$ cat src/rtl/gseq_pkg.sv
package gseq_pkg;

    typedef enum logic [2:0] {
        GS_OFF  = 3'd0,
        GS_REG  = 3'd1,
        GS_CP   = 3'd2,
        GS_AMP  = 3'd3,
        GS_ON   = 3'd4,
        GS_HOLD = 3'd5
    } gs_state_e;

    typedef struct packed {
        logic reg_on;
        logic cp_on;
        logic amp_on;
        logic gd_on;
    } blk_en_t;

    function automatic int max2(input int a, input int b);
        return (a > b) ? a : b;
    endfunction

    function automatic blk_en_t decode_enables(input gs_state_e st);
        blk_en_t e;
        e.reg_on = (st != GS_OFF);
        e.cp_on  = (st == GS_CP) || (st == GS_AMP) || (st == GS_ON) || (st == GS_HOLD);
        e.amp_on = (st == GS_AMP) || (st == GS_ON) || (st == GS_HOLD);
        e.gd_on  = (st == GS_ON);
        return e;
    endfunction

endpackage

$ cat src/rtl/gseq_sync.sv
module gseq_sync (
    input  logic clk,
    input  logic rst,
    input  logic async_in,
    output logic level,
    output logic rise
);
    logic s1, s2, prev;

    always_ff @(posedge clk) begin
        if (rst) begin
            s1   <= 1'b0;
            s2   <= 1'b0;
            prev <= 1'b0;
        end else begin
            s1   <= async_in;
            s2   <= s1;
            prev <= s2;
        end
    end

    assign level = s2;
    assign rise  = s2 & ~prev;
endmodule

$ cat src/rtl/gseq_fault_bank.sv
module gseq_fault_bank #(
    parameter int WIDTH = 4
) (
    input  logic             clk,
    input  logic             rst,
    input  logic [WIDTH-1:0] present,
    input  logic             clear,
    output logic [WIDTH-1:0] flags
);
    for (genvar i = 0; i < WIDTH; i++) begin : g_bit
        always_ff @(posedge clk) begin
            if (rst)             flags[i] <= 1'b0;
            else if (present[i]) flags[i] <= 1'b1;
            else if (clear)      flags[i] <= 1'b0;
        end

        // set beats clear
        p_set_wins_r9: assert property (@(posedge clk) disable iff (rst)
            present[i] |=> flags[i]);
    end
endmodule

$ cat src/rtl/gseq_fsm.sv
module gseq_fsm
    import gseq_pkg::*;
#(
    parameter int HOLD_CYCLES = 1000,
    parameter int STEP_CYCLES = 16
) (
    input  logic clk,
    input  logic rst,
    input  logic en_lvl,
    output logic reg_en,
    output logic cp_en,
    output logic amp_en,
    output logic gd_en,
    output logic hold_expire,
    output logic link_up
);
    localparam int CW = $clog2(max2(HOLD_CYCLES, STEP_CYCLES) + 1);
    localparam logic [CW-1:0] HOLD_LAST = CW'(HOLD_CYCLES - 1);
    localparam logic [CW-1:0] STEP_LAST = CW'(STEP_CYCLES - 1);

    gs_state_e     state_q, state_d;
    logic [CW-1:0] cnt_q, cnt_d;
    blk_en_t       en_vec;

    always_comb begin
        state_d     = state_q;
        cnt_d       = cnt_q;
        hold_expire = 1'b0;
        case (state_q)
            GS_OFF: begin
                cnt_d = '0;
                if (en_lvl) state_d = GS_REG;
            end
            GS_REG, GS_CP, GS_AMP: begin
                if (!en_lvl) begin
                    state_d = GS_OFF;
                    cnt_d   = '0;
                end else if (cnt_q == STEP_LAST) begin
                    cnt_d   = '0;
                    state_d = (state_q == GS_REG) ? GS_CP :
                              (state_q == GS_CP)  ? GS_AMP : GS_ON;
                end else begin
                    cnt_d = cnt_q + 1'b1;
                end
            end
            GS_ON: begin
                cnt_d = '0;
                if (!en_lvl) state_d = GS_HOLD;
            end
            GS_HOLD: begin
                if (en_lvl) begin
                    state_d = GS_ON;
                    cnt_d   = '0;
                end else if (cnt_q == HOLD_LAST) begin
                    state_d     = GS_OFF;
                    cnt_d       = '0;
                    hold_expire = 1'b1;
                end else begin
                    cnt_d = cnt_q + 1'b1;
                end
            end
            default: begin
                state_d = GS_OFF;
                cnt_d   = '0;
            end
        endcase
    end

    always_ff @(posedge clk) begin
        if (rst) begin
            state_q <= GS_OFF;
            cnt_q   <= '0;
        end else begin
            state_q <= state_d;
            cnt_q   <= cnt_d;
        end
    end

    assign en_vec  = decode_enables(state_q);
    assign reg_en  = en_vec.reg_on;
    assign cp_en   = en_vec.cp_on;
    assign amp_en  = en_vec.amp_on;
    assign gd_en   = en_vec.gd_on;
    assign link_up = en_vec.reg_on;

    // gate stage drops on the edge after low enable is seen in ON
    p_gate_drop_r1: assert property (@(posedge clk) disable iff (rst)
        (state_q == GS_ON && !en_lvl) |=> !gd_en);

    // support blocks stay up while the window runs
    p_support_hold_r2: assert property (@(posedge clk) disable iff (rst)
        (state_q == GS_HOLD && !en_lvl && cnt_q != HOLD_LAST) |=> (reg_en && cp_en && amp_en));

    // quick return restores the gate stage directly
    p_quick_return_r3: assert property (@(posedge clk) disable iff (rst)
        (state_q == GS_HOLD && en_lvl) |=> (gd_en && cp_en && amp_en));

    // charge pump only rises after regulator was already on
    p_order_r5: assert property (@(posedge clk) disable iff (rst)
        $rose(cp_en) |-> $past(reg_en));

    // abort during power-up
    p_abort_r10: assert property (@(posedge clk) disable iff (rst)
        (!en_lvl && reg_en && !gd_en && state_q != GS_HOLD) |=> !reg_en);
endmodule

$ cat src/rtl/gate_enable_sequencer.sv
module gate_enable_sequencer
    import gseq_pkg::*;
#(
    parameter int HOLD_CYCLES  = 1000,
    parameter int STEP_CYCLES  = 16,
    parameter int NUM_GATE_FLT = 4,
    parameter int NUM_STATUS   = 3
) (
    input  logic                    clk,
    input  logic                    rst,
    input  logic                    en_req_in,
    input  logic                    reset_gate_cmd,
    input  logic [NUM_GATE_FLT-1:0] gate_flt_present,
    input  logic [NUM_STATUS-1:0]   status_present,
    input  logic                    ovp_present,
    output logic                    reg_en,
    output logic                    cp_en,
    output logic                    amp_en,
    output logic                    gd_en,
    output logic                    gate_hiz,
    output logic                    serial_ready,
    output logic [NUM_GATE_FLT-1:0] gate_fault,
    output logic [NUM_STATUS-1:0]   status_flags,
    output logic                    ovp_fault
);
    logic en_lvl, en_rise, hold_expire, cmd_ok, soft_clear;

    gseq_sync u_sync (
        .clk      (clk),
        .rst      (rst),
        .async_in (en_req_in),
        .level    (en_lvl),
        .rise     (en_rise)
    );

    gseq_fsm #(
        .HOLD_CYCLES (HOLD_CYCLES),
        .STEP_CYCLES (STEP_CYCLES)
    ) u_fsm (
        .clk         (clk),
        .rst         (rst),
        .en_lvl      (en_lvl),
        .reg_en      (reg_en),
        .cp_en       (cp_en),
        .amp_en      (amp_en),
        .gd_en       (gd_en),
        .hold_expire (hold_expire),
        .link_up     (serial_ready)
    );

    assign gate_hiz   = ~gd_en;
    assign cmd_ok     = reset_gate_cmd & serial_ready;
    assign soft_clear = en_rise | cmd_ok;

    gseq_fault_bank #(.WIDTH(NUM_GATE_FLT)) u_gate_bank (
        .clk     (clk),
        .rst     (rst),
        .present (gate_flt_present),
        .clear   (soft_clear),
        .flags   (gate_fault)
    );

    gseq_fault_bank #(.WIDTH(NUM_STATUS)) u_status_bank (
        .clk     (clk),
        .rst     (rst),
        .present (status_present),
        .clear   (soft_clear),
        .flags   (status_flags)
    );

    gseq_fault_bank #(.WIDTH(1)) u_ovp_bank (
        .clk     (clk),
        .rst     (rst),
        .present (ovp_present),
        .clear   (hold_expire),
        .flags   (ovp_fault)
    );

    // overvoltage flag only leaves through window expiry
    p_ovp_sticky_r7: assert property (@(posedge clk) disable iff (rst)
        (ovp_fault && !hold_expire) |=> ovp_fault);

    // no flag clears while the serial side is down and no enable edge
    p_cmd_ignored_r8: assert property (@(posedge clk) disable iff (rst)
        (!serial_ready && !en_rise) |=> ((gate_fault & $past(gate_fault)) == $past(gate_fault)));

    // an accepted command leaves power state alone
    p_cmd_keeps_power_r6: assert property (@(posedge clk) disable iff (rst)
        (cmd_ok && en_lvl && gd_en) |=> (gd_en && reg_en && cp_en && amp_en));
endmodule

$ cat config.mk
export PLATFORM = sky130hd
export DESIGN_NAME = gate_enable_sequencer
export DESIGN_NICKNAME = d
export VERILOG_FILES = /design/src/rtl/gseq_pkg.sv /design/src/rtl/gseq_sync.sv /design/src/rtl/gseq_fault_bank.sv /design/src/rtl/gseq_fsm.sv /design/src/rtl/gate_enable_sequencer.sv
export SDC_FILE = /design/constraint.sdc
export NUM_CORES = 1
export LEC_CHECK = 0
export ABC_AREA = 0
export BUFFER_PORTS_ARGS = -buffer_cell sky130_fd_sc_hd__buf_4
export CORE_ASPECT_RATIO = 1.4
export CORE_MARGIN = 5
export CORE_UTILIZATION = 32
export CTS_CLUSTER_SIZE = 40
export DETAILED_ROUTE_END_ITERATION = 16
export PLACE_DENSITY_LB_ADDON = 0.08
export SLEW_MARGIN = 10
export SYNTH_ARGS = -nofsm -noshare
export SYNTH_HDL_FRONTEND = slang
export SYNTH_SLANG_ARGS = --single-unit
$ cat constraint.sdc
create_clock -name clk -period 2.3 [get_ports clk]
set_input_delay 0.575 -clock clk [delete_from_list [all_inputs] [get_ports clk]]
set_output_delay 0.575 -clock clk [all_outputs]
set_load 0.02 [all_outputs]
* After elaboration in Yosys (flattened, before gate mapping) *
Index checks and enable logic that the tools add are counted.

storage, ports and cells
  register bits after elaboration = 24
  bits in latches = 0
  bits in writable memories = 0
  memory bits (read-only) = 0
  bits of input ports = 12
  output and inout bits = 14
  word-level logic and storage cells = 74
  memories kept = 0

operators by class
  $add $sub $neg = 1
  $mul = 0
  divide/modulo/power cells = 0
  order comparisons = 0
  eq/ne operators = 11
  shift-type cells = 0
  muxes and demuxes = 27
  bitwise logic cells = 5
  reduce and logical (&&, ||, !) cells = 17

operators with widths
  cell                                                    count
  two-way mux 10 bit                                      4
  two-way mux 3 bit                                       8
  one-hot mux 10 bit (2 select lines)                     1
  nonzero test 2 bit                                      8
  two-way mux 1 bit                                       13
  one-hot mux 3 bit (4 select lines)                      1
  adder 10 x 1 -> 10 bit (second input constant)          1
  equality test 10 bit (second input constant)            1
  equality test 10 x 4 -> 1 bit (second input constant)   1
  equality test 3 x 2 -> 1 bit (second input constant)    2
  equality test 3 bit (second input constant)             2
  inequality test 3 x 2 -> 1 bit (second input constant)  2
  logical OR 1 bit                                        5
  inequality test 2 bit (second input constant)           2
  AND reduction 4 bit                                     1
  equality test 3 x 1 -> 1 bit (second input constant)    1
  logical NOT 3 bit                                       1
  nonzero test 3 bit                                      1
  OR reduction 3 bit                                      1
  AND 1 bit                                               2
  NOT 1 bit                                               2
  OR 1 bit                                                1

* Depth between registers and ports, before layout *
  depth in word-level cells = 6
  gate-level depth with buffers = 8
  mapped depth without buffers = 7

* By module *
A second synthesis with hierarchy kept.

unflattened totals
  cells, all modules = 116
  area, all modules = 1,022.2 µm²

modules (own cells, without submodules)
  module                           instances  cells each  area each (µm²)  sequential area each (µm²)
  gseq_fsm                         1          75          639.4            260.2
  gseq_fault_bank (u_gate_bank)    1          16          140.1            80.1
  gseq_fault_bank (u_status_bank)  1          12          105.1            60.1
  gseq_sync                        1          7           87.6             60.1
  gseq_fault_bank (u_ovp_bank)     1          4           38.8             20.0
  gate_enable_sequencer            1          2           11.3             0.0

* Least setup slack after synthesis *
Ideal clock, no wire load.

  kind = reg2reg
  start = register u_fsm.cnt_q[4]
  end = register u_fsm.state_q[1]
  library setup time = 0.116 ns
  arrival time = 1.811 ns
  required time = 2.184 ns
  path slack = 0.373 ns
  cell stages (with the launch flop) = 6
  buffers on the path = 0
  period minus slack after synthesis = 1.927 ns
  cell sequence = dfxtp_1 -> or4_1 -> or4_4 -> a211oi_4 -> nor3b_1 -> a41o_1

on the way
  longest elaborated chain between the ends = 3
  elaborated cells on any way between the ends = 5
  those cells by class = eq/ne: 4; reduce/logical: 1

RTL lines
  item                                                                          line                            source
  from (decl)                                                                   gseq_fsm.sv:22                  logic [CW-1:0] cnt_q, cnt_d;
  from (signal assigned)                                                        gseq_fsm.sv:75                  cnt_q <= cnt_d;
  equality test 10 x 4 -> 1 bit / equality test 10 bit (equally long branches)  gseq_fsm.sv:38, gseq_fsm.sv:54
  inequality test 3 x 2 -> 1 bit (no line)                                      n/a
  AND reduction 4 bit (no line) (*)                                             n/a
  to (signal assigned)                                                          gseq_fsm.sv:74                  state_q <= state_d;
  to (decl)                                                                     gseq_fsm.sv:21                  gs_state_e state_q, state_d;

Mark *: on every way between the ends. The rest lies on a longest branch, timed or not.
A chain may end at the register's enable or synchronous reset.

* Final worst setup path *
  start = register u_fsm.state_q[2]
  end = output cp_en

on the way
  longest elaborated chain between the ends = 4
  elaborated cells on any way between the ends = 7
  those cells by class = eq/ne: 4; reduce/logical: 3

RTL lines
  item                            line                         source
  equality test 3 x 2 -> 1 bit    gseq_pkg.sv:26               e.cp_on = (st == GS_CP) || (st == GS_AMP) || (st == GS_ON) || (st == GS_HOLD);
  logical OR 1 bit (2 in series)  gseq_pkg.sv:26
  logical OR 1 bit (*)            gseq_pkg.sv:26
  to (decl)                       gate_enable_sequencer.sv:17  output logic cp_en,

Marks and branches as above.

==> run metrics <==
most used cells in the layout excluding fill and tap cells buf_4 (25), dfxtp_1 (24), nor2_1 (21); Slew Viols, Final 0; Routed WL 2160 um; DRC 0; Max Freq 487 MHz; post-route ant nets 0; vias in the first global route 844; top_reg_cell synth dfxtp_1; most common cell after layout, fill and taps aside buf_4; dominant cell type by area after synthesis dfxtp_1; min Tclk post-route 2050 ps; crit path kind register to output pin; DRT iter0 DRCs 8; Die H 78.7 um; Tcrit/Tclk final 0.892; DIE WIDTH 59.1 um; measured slew at the worst slew-check pin 543 ps; final net count 161; Crit path required time 1730 ps; Final Hold Slack 442 ps; cells taking the most area after synthesis dfxtp_1 (45%), nor2_1 (7.3%), a21oi_1 (5.1%); maximum clock path buffer count 2; Sum Neg Setup Slack 0 ps; Synth async-reset ratio 0; unrepaired setup endpoints after global routing false; Peak VDD IR 0.300 mV; Worst-path clk slew 90 ps; Yosys cell types 33; WP data arrival 1480 ps; core area 0.00332 mm^2; Synth warnings 0; PostCTS Resize Cnt 0; hold depth 1; largest net degree at the start of global routing 18; area share of the largest cell type after synthesis 0.445; final hold vios 0; first-pass GRT wire length 3600 um; TritonRoute pass-1 iters 4; post-detail-place hpwl 1640 um; initial core utilization 0.325; ratio of cells with drive above 1 in the final layout 0.234; hold_buf cts 0; HP Class register to register; PD cells 650 mW/mm^2; GR Overflow Total 0; PortBufs 25; Crit. End Element output pin; CP max FO 10; final RePlAce weighted congestion 0.843; EDFF count, synth 0; Max Cap Violations 0; final-report setup violation count 0; Overall Power 0.000883 W; Register-to-Register Path Depth 5; die area 0.00465 mm^2; row count 25; relative slew slack 0.638; post-synth net total 137; Area growth syn-to-layout 26.1%; sequential area share after synthesis 0.445; vias 881; setup repair bufs after CTS 0; Seq cells post-synth 24; drt via density 4.76; gr usage total 0.0965; outcome completed; CTS tree done; P_leak 0.603 nW; Root Driver clkbuf_8; Num CTS Buffers 3; crit start category register; WL/cell 11.7 um; Ant. Diodes 0; Cell Area, Synth 0.00108 mm^2; Avg Cell Area, Syn 8.84 um^2; worst-skew pair later-pin latency 270 ps; I/O Pins 26; Fin Clk Skew 9.28 ps; post-synthesis cell count 122; H-tree levels 1; CTS sink cnt 24; Reg2Reg Setup Slack 280 ps; initial antenna violation count 0
kinds of logic after synthesis:
logic type	count (synthesis)	synth area share
compound gates	21	0.132
xor+xnor	10	0.0812
fa+ha+maj	3	0.0348
buf+inv	9	0.0360
flops	24	0.445
mux	1	0.00928
simple gates	54	0.261
critical path, stage by stage, from the launching register on:
cell,delay [ps]
dfxtp_1,530
inv_1,190
ha_1,310
inv_1,40
buf_4,140
final timing paths:
check	start	endpoint
worst min register to register	u_fsm.cnt_q[0]	u_fsm.cnt_q[0]
worst max-delay path	u_fsm.state_q[2]	cp_en
worst max register to register	u_fsm.cnt_q[8]	u_fsm.state_q[1]
worst min-delay path	u_fsm.cnt_q[0]	u_fsm.cnt_q[0]
routing by layer:
layer / wire, um / vias to the layer above / GRT usage
met3: 88 / 2 / 0.0211
met5: 0 / - / 0
met2: 1120 / 9 / 0.159
met1: 925 / 411 / 0.113
met4: 24 / 0 / 0.0522
li1: - / 459 / -
synth_stat cells, types with 3 or more instances:
cell and number:
xor2_1 4, a21oi_1 11, nor2b_1 4, inv_1 3
nor3_1 3, ha_1 3, and3_1 5, clkbuf_1 4
xnor2_1 6, nand2_1 8, nand3_1 3, dfxtp_1 24
nor2_1 21
sequential cells by signal, indices dropped and copies added (netlist names):
register and cells:
u_sync.level 1, u_status_bank.flags 3, u_sync.prev 1, u_fsm.state_q 3
u_ovp_bank.flags 1, u_sync.s1 1, u_gate_bank.flags 4, u_fsm.cnt_q 10
area by class of cell:
class	instances	area, um^2
clock buffer	3	41.3
timing repair buffer	25	188
inverter	3	11.3
fill	374	1960
multi-input combinational	89	559
sequential	24	480
clock inverter	1	30.0
tap	40	50.0
through the flow:
step | util | instance area [um^2] | cells | worst slack [ps]
floorplan | - | 1080 | 122 | 373
global placement | 0.389 | 1290 | 181 | 305
detailed placement | 0.389 | 1290 | 181 | 287
CTS | 0.410 | 1360 | 185 | 231
global route | 0.410 | 1360 | 185 | 145
finish | 0.410 | 1360 | 185 | 248
report_power, final:
part / internal, W / switching (W) / leakage, nW
clock: 0.000232 / 0.000129 / 0.0357
combinational: 0.0000409 / 0.0000418 / 0.371
sequential: 0.000429 / 0.00000981 / 0.196
Power figures use the tool's default switching activity.
